==> config.mk <==
export PLATFORM = sky130hd
export DESIGN_NAME = link_acquire
export DESIGN_NICKNAME = d
export VERILOG_FILES = /design/src/rtl/link_acq_pkg.sv /design/src/rtl/chan_dwell_scan.sv /design/src/rtl/qual_window.sv /design/src/rtl/id_memory.sv /design/src/rtl/link_acquire.sv
export SDC_FILE = /design/constraint.sdc
export NUM_CORES = 1
export LEC_CHECK = 0
export BUFFER_PORTS_ARGS = -buffer_cell sky130_fd_sc_hd__buf_2
export CELL_PAD_IN_SITES_DETAIL_PLACEMENT = 1
export CELL_PAD_IN_SITES_GLOBAL_PLACEMENT = 2
export CORE_MARGIN = 2
export CORE_UTILIZATION = 35
export DETAILED_ROUTE_END_ITERATION = 8
export PLACE_DENSITY = 0.81
export SLEW_MARGIN = 10
export SYNTH_ARGS = -nofsm -noshare
export SYNTH_HDL_FRONTEND = slang
export SYNTH_SLANG_ARGS = --single-unit
export TNS_END_PERCENT = 5
==> constraint.sdc <==
create_clock -name clk -period 3.35 [get_ports clk]
set_clock_uncertainty 0.15 [all_clocks]
set_input_delay 0.67 -clock clk [delete_from_list [all_inputs] [get_ports clk]]
set_output_delay 0.67 -clock clk [all_outputs]
set_load 0.02 [all_outputs]
==> src/rtl/link_acq_pkg.sv <==
package link_acq_pkg;

  typedef enum logic [2:0] {
    ST_IDLE   = 3'd0,
    ST_RECALL = 3'd1,
    ST_SEARCH = 3'd2,
    ST_SYNC   = 3'd3,
    ST_QUAL   = 3'd4,
    ST_LINK   = 3'd5
  } acq_state_t;

endpackage

==> src/rtl/chan_dwell_scan.sv <==
module chan_dwell_scan #(
  parameter int NUM_CH       = 40,
  parameter int DWELL_CYCLES = 2_000_000,
  localparam int CH_W = (NUM_CH > 1) ? $clog2(NUM_CH) : 1,
  localparam int DW_W = $clog2(DWELL_CYCLES + 1)
) (
  input  logic            clk,
  input  logic            rst,
  input  logic            scan_en,
  output logic [CH_W-1:0] chan_o,
  output logic            step_o
);

  logic [DW_W-1:0] dwell_q;
  logic [CH_W-1:0] chan_q;
  logic            dwell_end;

  assign dwell_end = (dwell_q == DW_W'(DWELL_CYCLES - 1));
  assign step_o    = scan_en && dwell_end;
  assign chan_o    = chan_q;

  always_ff @(posedge clk) begin
    if (rst) begin
      dwell_q <= '0;
      chan_q  <= '0;
    end else if (!scan_en) begin
      dwell_q <= '0;
    end else if (dwell_end) begin
      dwell_q <= '0;
      if (chan_q == CH_W'(NUM_CH - 1)) chan_q <= '0;
      else                             chan_q <= chan_q + 1'b1;
    end else begin
      dwell_q <= dwell_q + 1'b1;
    end
  end

  AST_CHAN_IN_RANGE: assert property (@(posedge clk) disable iff (rst)
    chan_q < CH_W'(NUM_CH)) else $error("channel out of range");

  AST_CHAN_HELD: assert property (@(posedge clk) disable iff (rst)
    !scan_en |=> $stable(chan_q)) else $error("channel moved while frozen");

endmodule

==> src/rtl/qual_window.sv <==
module qual_window #(
  parameter int QUAL_PKTS = 10000,
  parameter int ERR_LIMIT = 20,
  localparam int PK_W = $clog2(QUAL_PKTS + 1),
  localparam int ER_W = $clog2(ERR_LIMIT + 1)
) (
  input  logic clk,
  input  logic rst,
  input  logic active,
  input  logic pkt,
  input  logic pkt_err,
  output logic pass_o,
  output logic fail_o
);

  logic [PK_W-1:0] pkt_q;
  logic [ER_W-1:0] err_q;
  logic            last_err;
  logic            last_pkt;

  assign last_err = (err_q == ER_W'(ERR_LIMIT - 1));
  assign last_pkt = (pkt_q == PK_W'(QUAL_PKTS - 1));
  assign fail_o   = active && pkt && pkt_err && last_err;
  assign pass_o   = active && pkt && !fail_o && last_pkt;

  always_ff @(posedge clk) begin
    if (rst || !active) begin
      pkt_q <= '0;
      err_q <= '0;
    end else if (pkt) begin
      if (!last_pkt)             pkt_q <= pkt_q + 1'b1;
      if (pkt_err && !last_err)  err_q <= err_q + 1'b1;
    end
  end

  AST_ERR_BUDGET: assert property (@(posedge clk) disable iff (rst)
    err_q < ER_W'(ERR_LIMIT)) else $error("error count beyond budget");

  AST_PKT_BOUND: assert property (@(posedge clk) disable iff (rst)
    pkt_q < PK_W'(QUAL_PKTS)) else $error("packet count beyond window");

endmodule

==> src/rtl/id_memory.sv <==
module id_memory #(
  parameter int MID_W = 8,
  parameter int SID_W = 6
) (
  input  logic             clk,
  input  logic             rst,
  input  logic             store,
  input  logic [MID_W-1:0] mid_in,
  input  logic [SID_W-1:0] sid_in,
  output logic [MID_W-1:0] mid_o,
  output logic [SID_W-1:0] sid_o,
  output logic             valid_o
);

  logic [MID_W-1:0] mid_q;
  logic [SID_W-1:0] sid_q;

  always_ff @(posedge clk) begin
    if (rst) begin
      mid_q <= '0;
      sid_q <= '0;
    end else if (store) begin
      mid_q <= mid_in;
      sid_q <= sid_in;
    end
  end

  assign mid_o   = mid_q;
  assign sid_o   = sid_q;
  assign valid_o = (mid_q != '0) && (sid_q != '0);

  AST_STORE_TAKES: assert property (@(posedge clk) disable iff (rst)
    store |=> (mid_o == $past(mid_in)) && (sid_o == $past(sid_in)))
    else $error("stored IDs not captured");

endmodule

==> src/rtl/link_acquire.sv <==
module link_acquire
  import link_acq_pkg::*;
#(
  parameter int NUM_CH        = 40,
  parameter int DWELL_CYCLES  = 2_000_000,
  parameter int SYNC_CYCLES   = 4_000_000,
  parameter int QUAL_PKTS     = 10000,
  parameter int ERR_LIMIT     = 20,
  parameter int SEARCH_MAX_ID = 10,
  parameter int MID_W         = 8,
  parameter int SID_W         = 6,
  localparam int CH_W = (NUM_CH > 1) ? $clog2(NUM_CH) : 1
) (
  input  logic             clk,
  input  logic             rst,
  input  logic             rx_valid,
  input  logic             rx_crc_ok_a,
  input  logic             rx_crc_ok_b,
  input  logic [MID_W-1:0] rx_master_id,
  input  logic [SID_W-1:0] slave_id_in,
  input  logic             resync_req,
  output logic             link_up,
  output logic [CH_W-1:0]  chan_sel,
  output logic [MID_W-1:0] stored_master_id,
  output logic [SID_W-1:0] stored_slave_id,
  output logic             search_restart
);

  localparam int SY_W = $clog2(SYNC_CYCLES + 1);
  localparam int RS_W = $clog2(NUM_CH + 1);

  acq_state_t       state_q, state_n;
  logic [MID_W-1:0] cand_q;
  logic [SY_W-1:0]  sync_cnt_q;
  logic [RS_W-1:0]  sweep_q;
  logic             link_q;
  logic             restart_q;

  logic scan_en, step;
  logic both_ok, any_ok, in_range;
  logic search_hit, recall_hit, sync_hit;
  logic pkt_err, qual_pass, qual_fail;
  logic ids_valid, store;
  logic sweep_done, sync_timeout;

  assign scan_en  = (state_q == ST_SEARCH) || (state_q == ST_RECALL);
  assign both_ok  = rx_crc_ok_a && rx_crc_ok_b;
  assign any_ok   = rx_crc_ok_a || rx_crc_ok_b;
  assign pkt_err  = !rx_crc_ok_a && !rx_crc_ok_b;
  assign in_range = (rx_master_id != '0) && (rx_master_id <= MID_W'(SEARCH_MAX_ID));

  assign search_hit = rx_valid && both_ok && in_range;
  assign recall_hit = rx_valid && both_ok && (rx_master_id == stored_master_id);
  assign sync_hit   = rx_valid && any_ok && (rx_master_id == cand_q);

  assign sweep_done   = step && (sweep_q == RS_W'(NUM_CH - 1));
  assign sync_timeout = (sync_cnt_q == SY_W'(SYNC_CYCLES - 1));

  chan_dwell_scan #(
    .NUM_CH       (NUM_CH),
    .DWELL_CYCLES (DWELL_CYCLES)
  ) u_scan (
    .clk     (clk),
    .rst     (rst),
    .scan_en (scan_en),
    .chan_o  (chan_sel),
    .step_o  (step)
  );

  qual_window #(
    .QUAL_PKTS (QUAL_PKTS),
    .ERR_LIMIT (ERR_LIMIT)
  ) u_qual (
    .clk     (clk),
    .rst     (rst),
    .active  (state_q == ST_QUAL),
    .pkt     (rx_valid),
    .pkt_err (pkt_err),
    .pass_o  (qual_pass),
    .fail_o  (qual_fail)
  );

  assign store = (state_q == ST_QUAL) && (state_n == ST_LINK);

  id_memory #(
    .MID_W (MID_W),
    .SID_W (SID_W)
  ) u_ids (
    .clk     (clk),
    .rst     (rst),
    .store   (store),
    .mid_in  (cand_q),
    .sid_in  (slave_id_in),
    .mid_o   (stored_master_id),
    .sid_o   (stored_slave_id),
    .valid_o (ids_valid)
  );

  always_comb begin
    state_n = state_q;
    unique case (state_q)
      ST_IDLE:   state_n = ids_valid ? ST_RECALL : ST_SEARCH;
      ST_RECALL: begin
        if (recall_hit)      state_n = ST_SYNC;
        else if (sweep_done) state_n = ST_SEARCH;
      end
      ST_SEARCH: if (search_hit) state_n = ST_SYNC;
      ST_SYNC: begin
        if (sync_hit)          state_n = ST_QUAL;
        else if (sync_timeout) state_n = ST_SEARCH;
      end
      ST_QUAL: begin
        if (qual_fail)      state_n = ST_SEARCH;
        else if (qual_pass) state_n = ST_LINK;
      end
      ST_LINK:   state_n = ST_LINK;
      default:   state_n = ST_IDLE;
    endcase
    if (resync_req) state_n = ST_IDLE;
  end

  always_ff @(posedge clk) begin
    if (rst) begin
      state_q    <= ST_IDLE;
      cand_q     <= '0;
      sync_cnt_q <= '0;
      sweep_q    <= '0;
      link_q     <= 1'b0;
      restart_q  <= 1'b0;
    end else begin
      state_q   <= state_n;
      link_q    <= (state_n == ST_LINK);
      restart_q <= (state_n == ST_SEARCH) && (state_q != ST_SEARCH);

      if ((state_q == ST_SEARCH && search_hit) || (state_q == ST_RECALL && recall_hit))
        cand_q <= rx_master_id;

      if (state_q == ST_SYNC) sync_cnt_q <= sync_cnt_q + 1'b1;
      else                    sync_cnt_q <= '0;

      if (state_q != ST_RECALL) sweep_q <= '0;
      else if (step)            sweep_q <= sweep_q + 1'b1;
    end
  end

  assign link_up        = link_q;
  assign search_restart = restart_q;

  AST_LINK_FROM_PASS: assert property (@(posedge clk) disable iff (rst)
    $rose(link_up) |-> $past(qual_pass)) else $error("link without qualification");

  AST_RESYNC_DROPS: assert property (@(posedge clk) disable iff (rst)
    resync_req |=> !link_up) else $error("link held over resync");

  AST_RESTART_PULSE: assert property (@(posedge clk) disable iff (rst)
    search_restart |=> !search_restart) else $error("restart wider than a cycle");

  AST_FAIL_NO_LINK: assert property (@(posedge clk) disable iff (rst)
    qual_fail && !resync_req |=> !link_up && search_restart)
    else $error("failed window did not restart");

endmodule

# After elaboration in Yosys (flattened, before gate mapping)
# Cells that the tools add are included.
classes:
  magnitude_cmp: 1
  n_reduce_logical: 40
  mux: 11
  n_addsub: 6
  bitwise: 3
  eq_ne: 17
op_table:
  columns: ["op", "n"]
  rows:
  - ["2-to-1 mux 3 bit", 8]
  - ["adder 22 x 1 -> 22 bit, second input constant", 1]
  - ["equality test 22 bit, second input constant", 1]
  - ["adder 21 x 1 -> 21 bit, second input constant", 1]
  - ["equality test 21 bit, second input constant", 1]
  - ["logical AND 1 bit", 21]
  - ["one-hot mux 3 bit (6 select lines)", 1]
  - ["equality test 8 bit", 2]
  - ["nonzero test 8 bit", 2]
  - ["adder 14 x 1 -> 14 bit, second input constant", 1]
  - ["equality test 14 bit, second input constant", 1]
  - ["adder 6 x 1 -> 6 bit, second input constant", 2]
  - ["equality test 6 bit, second input constant", 2]
  - ["equality test 3 x 2 -> 1 bit, second input constant", 3]
  - ["equality test 3 bit, second input constant", 3]
  - ["less-or-equal comparator 8 x 4 -> 1 bit, second input constant", 1]
  - ["2-to-1 mux 6 bit", 1]
  - ["AND reduction 2 bit", 3]
  - ["nonzero test 6 bit", 1]
  - ["adder 5 x 1 -> 5 bit, second input constant", 1]
  - ["equality test 5 bit, second input constant", 1]
  - ["logical NOT 1 bit", 5]
  - ["logical OR 1 bit", 4]
  - ["OR reduction 2 bit", 2]
  - ["other kinds (7)", 9]
totals:
  in_bits: 20
  elab_cells: 90
  regBits: 101

# Logic depth before layout (Yosys ltp)
logic_depth:
  word_depth: 13
  mapped_depth: 8

# By module
# A second synthesis with hierarchy kept.
unflattened:
  cells_unflattened: 547
  area_unflattened_um2: 4820.9
modules_own_cells:
  columns: ["module", "seq_area_each_um2", "cells_each", "n_inst", "area_each_um2"]
  rows:
  - ["link_acquire", 820.8, 245, 1, 2070.7]
  - ["chan_dwell_scan", 540.5, 148, 1, 1270.0]
  - ["qual_window", 380.4, 104, 1, 942.2]
  - ["id_memory", 280.3, 50, 1, 538.0]

# Least setup slack after synthesis
# Ideal clock, no wire load.
synth_timing:
  path_type: "flip-flop to flip-flop"
  start: "reg state_q[2]"
  end: "reg u_ids.mid_q[4], in the netlist u_ids.mid_o[4]"
  arrival_time_ns: 2.440
  t_required_ns: 3.128
  stages_incl_launch_ff: 9
  n_path_buf: 2
  path_slack_ns: 0.689
  cell_sequence: "dfxtp_1 buf_6 or3b_4 or4_4 nor4_4 nor2_2 a311oi_4 buf_8 mux2i_1"
synth_via:
  elab_chain_len: 13
synth_rtl:
  columns: ["item", "line_no", "source"]
  rows:
  - ["start, declared", "link_acquire.sv:32", "acq_state_t state_q, state_n;"]
  - ["start signal, assigned", "link_acquire.sv:131", "state_q <= state_n;"]
  - ["equality test 3 bit", "link_acquire.sv:76, link_acquire.sv:83, link_acquire.sv:101", null]
  - ["logical AND 1 bit", "qual_window.sv:23, qual_window.sv:24", null]
  - ["logical AND 1 bit (2 in a row)", "qual_window.sv:23", "assign fail_o = active && pkt && pkt_err && last_err;"]
  - ["logical NOT 1 bit", "qual_window.sv:24", "assign pass_o = active && pkt && !fail_o && last_pkt;"]
  - ["logical AND 1 bit (2 in a row)", "qual_window.sv:24", null]
  - ["2-to-1 mux 3 bit", "link_acquire.sv:114", "else if (qual_pass) state_n = ST_LINK;"]
  - ["2-to-1 mux 3 bit", "link_acquire.sv:113", "if (qual_fail) state_n = ST_SEARCH;"]
  - ["one-hot mux 3 bit (6 select lines)", "link_acquire.sv:101", "unique case (state_q)"]
  - ["2-to-1 mux 3 bit", "link_acquire.sv:119", "if (resync_req) state_n = ST_IDLE;"]
  - ["equality test 3 bit", "link_acquire.sv:83", "assign store = (state_q == ST_QUAL) && (state_n == ST_LINK);"]
  - ["logical AND 1 bit *", "link_acquire.sv:83", null]
  - ["end signal, assigned", "id_memory.sv:23", "mid_q <= mid_in;"]
  - ["end, declared", "id_memory.sv:15", "logic [MID_W-1:0] mid_q;"]
# Every way passes the cells marked *; elsewhere a longest branch is shown, timed or not.
# A chain may end at the register's enable or synchronous reset.

# Worst setup path in the final report
layout_timing:
  start: "reg state_q[0]"
  end: "reg u_ids.mid_q[0], in the netlist u_ids.mid_o[0]"
# The elaborated chain is that of the path after synthesis.

==> impl_metrics.env <==
export IMPL_wire_per_inst_um=14.6
export IMPL_rsz0062_at_grt="false"
export IMPL_grt_pass1_vias=3882
export IMPL_viasPerCell=5.04
export IMPL_cap_violations=0
export IMPL_synth_seq_cells=101
export IMPL_worstSetupStartpoint="state_q[0]"
export IMPL_cts_max_path_buffers=2
export IMPL_synth_edff_count=0
export IMPL_coreArea_um2=13200
export IMPL_startpoint_type="flip-flop"
export IMPL_period_minus_slack_ns=2.93
export IMPL_slowest_stage="dfxtp_1"
export IMPL_synth_top_cell_by_area="dfxtp_1"
export IMPL_ys_warn_count=0
export IMPL_routed_via_count=3800
export IMPL_drtIter0Drc=104
export IMPL_worst_hold_path_type="flip-flop to flip-flop"
export IMPL_hpwl_um=8140
export IMPL_firstDrtPassIters=4
export IMPL_num_io_pins=42
export IMPL_mostFrequentLayoutCells="101 x dfxtp_1, 87 x nor2_1, 42 x xor2_1, 41 x buf_2, 34 x nand2_1"
export IMPL_clock_sinks=101
export IMPL_dieArea_um2=14500
export IMPL_antenna_found_initial=0
export IMPL_slew_violations=0
export IMPL_fin_crit_sh=0.875
export IMPL_grtUsageTotal=0.161
export IMPL_cts_tree="yes"
export IMPL_io_buffer_count=41
export IMPL_gp_congestion=0.767
export IMPL_start_util=0.359
export IMPL_end_kind="flip-flop"
export IMPL_layout_commonest_cell="dfxtp_1"
export IMPL_layout_setup_ws_ns=0.419
export IMPL_grt_pass1_wl_um=18700
export IMPL_syn_inst=535
export IMPL_worstPathArrival_ns=3.05
export IMPL_cts_buffers=9
export IMPL_peakVddDrop_uv=306
export IMPL_setup_violations=0
export IMPL_die_width_um=121
export IMPL_netlist_area_um2=4760
export IMPL_synth_flop_cell="dfxtp_1"
export IMPL_antenna_diode_count=0
export IMPL_cts_setup_buffers=0
export IMPL_tns_ns=0
export IMPL_required_ns=3.47
export IMPL_rr_worst_depth=7
export IMPL_drive_gt1_frac=0.123
export IMPL_yosys_top_cells_area="dfxtp_1 43%, xor2_1 7.7%, nor2_1 6.9%, xnor2_1 5.9%, mux2i_1 5.5%"
export IMPL_synth_seq_area_share=0.425
export IMPL_power_density_nw_per_um2=425
export IMPL_drc=0
export IMPL_r2r_end="u_ids.mid_o[0]"
export IMPL_timing_fmax_mhz=341
export IMPL_syn_to_final_growth_pct=14.3
export IMPL_leakage_nw=1.84
export IMPL_cp_endpoint="u_ids.mid_o[0]"
export IMPL_ff2ff_setup_slack_ns=0.42
export IMPL_clk_pin_slew_ns=0.07
export IMPL_cp_max_fo=14
export IMPL_worstMarginPinSlew_ns=0.702
export IMPL_outcome="completed"
export IMPL_wirelength_um=11000
export IMPL_overflow=0
export IMPL_async_flop_share=0
export IMPL_cts_root_buffer="clkbuf_16"
export IMPL_crit_type="flip-flop to flip-flop"
export IMPL_h_tree_depth=3
export IMPL_grt_max_degree=48
export IMPL_slowest_delay_ns=0.56
export IMPL_avgSynthCellArea_um2=8.89
export IMPL_synth_distinct_cells=52
export IMPL_cts_resized=0
export IMPL_post_place_ws_ns=0.456
export IMPL_hold_viol=0
export IMPL_final_nets=600
export IMPL_crit_chain="or3b_4 -> or4_4 -> nor4_4 -> nor2_2 -> a311oi_4 -> buf_4 -> mux2i_1"
export IMPL_clock_latency_ns=0.36
export IMPL_rows=42
export IMPL_die_y_um=121
export IMPL_regToRegStartpoint="state_q[0]"
export IMPL_cts_hold_buf=0
export IMPL_ant_nets=0
export IMPL_slew_headroom=0.532
export IMPL_synth_top_area_frac=0.425
export IMPL_synth_nets=561
[metal layers]
layer,share of wire,global-route usage,up-vias,wire (µm)
met2,0.50,0.278,19,5490
met4,0.013,0.0523,0,148
li1,-,-,1913,-
met5,0,0,-,0
met3,0.020,0.0373,10,224
met1,0.47,0.197,1858,5170
[registers in the layout, summed over array words and instances (netlist names)]
signal,cells
link_up,1
state_q,3
u_scan.chan_o,6
u_ids.mid_o,8
u_qual.err_q,5
u_scan.dwell_q,21
cand_q,8
search_restart,1
sweep_q,6
u_ids.sid_o,6
sync_cnt_q,22
u_qual.pkt_q,14
[cells in the mapped netlist, drive strengths merged (2+ instances only)]
cell / n
mux2i: 26
nor2b: 5
nor4: 8
ha: 6
nand2: 34
nand2b: 30
or4: 5
and3: 11
or2: 3
o21ai: 10
nor3: 11
nor2: 88
nand4: 20
nor3b: 2
o22ai: 2
inv: 9
xor2: 42
and4: 3
a31o: 2
dfxtp: 101
a21oi: 11
xnor2: 32
or3: 13
nor4b: 2
clkbuf: 15
buf: 5
nor4bb: 3
nand3: 19
[critical path: cells and delay by family (launching register included)]
| kind | cells | cell delay [ns] |
|---|---|---|
| buffers and inverters | 1 | 0.30 |
| flip-flops | 1 | 0.56 |
| AO/OA/AOI/OAI | 1 | 0.28 |
| AND/OR/NAND/NOR | 4 | 1.32 |
| multiplexers | 1 | 0.23 |
[cells by family after synthesis]
group,count (synthesis),synth area share
muxes,26,0.0547
adders and majority gates,6,0.0158
xor gates and xnor gates,74,0.136
DFF,101,0.425
AOI/OAI and AO/OA,36,0.0523
buffers and inverters,29,0.0274
and+or+nand+nor,263,0.289
[layout make-up]
class	instances	area [µm²]
inverters	9	33.8
well taps	176	220
fillers	1575	7810
flip-flops and latches	101	2020
clock buffers	11	233
clock inverters	4	57.6
repair buffers	48	258
multi-input cells	405	2610
[through the flow]
step	cell area [µm²]	util	cells	power [W]	hold slack [ns]
5_1_grt	5440	0.410	754	0.00240	0.358
4_1_cts	5440	0.410	754	0.00235	0.319
3_3_place_gp	5140	0.389	739	0.00130	0.295
6_report	5440	0.410	754	0.00231	0.312
2_1_floorplan	4760	-	535	0.00127	0.280
3_5_place_dp	5140	0.389	739	0.00130	0.302
[report_power, final]
part / switching (W) / total [W] / internal [W]
clock: 0.000457 / 0.00104 / 0.000582
sequential: 0.00000265 / 0.00120 / 0.00120
combinational: 0.0000382 / 0.0000673 / 0.0000291
total: 0.000497 / 0.00231 / 0.00181
[worst min-delay path by stage]
stage          slack [ns]           endpoint         startpoint  cells after the start
4_1_cts              0.32  u_scan.dwell_q[0]  u_scan.dwell_q[0]                      1
2_1_floorplan        0.28      sync_cnt_q[0]      sync_cnt_q[0]                      1
3_5_place_dp         0.30  u_scan.dwell_q[0]  u_scan.dwell_q[0]                      1
5_1_grt              0.36      sync_cnt_q[0]      sync_cnt_q[0]                      1
6_report             0.31  u_scan.dwell_q[0]  u_scan.dwell_q[0]                      1
3_3_place_gp         0.29      sync_cnt_q[0]      sync_cnt_q[0]                      1
(Power assumes the default switching activity.)
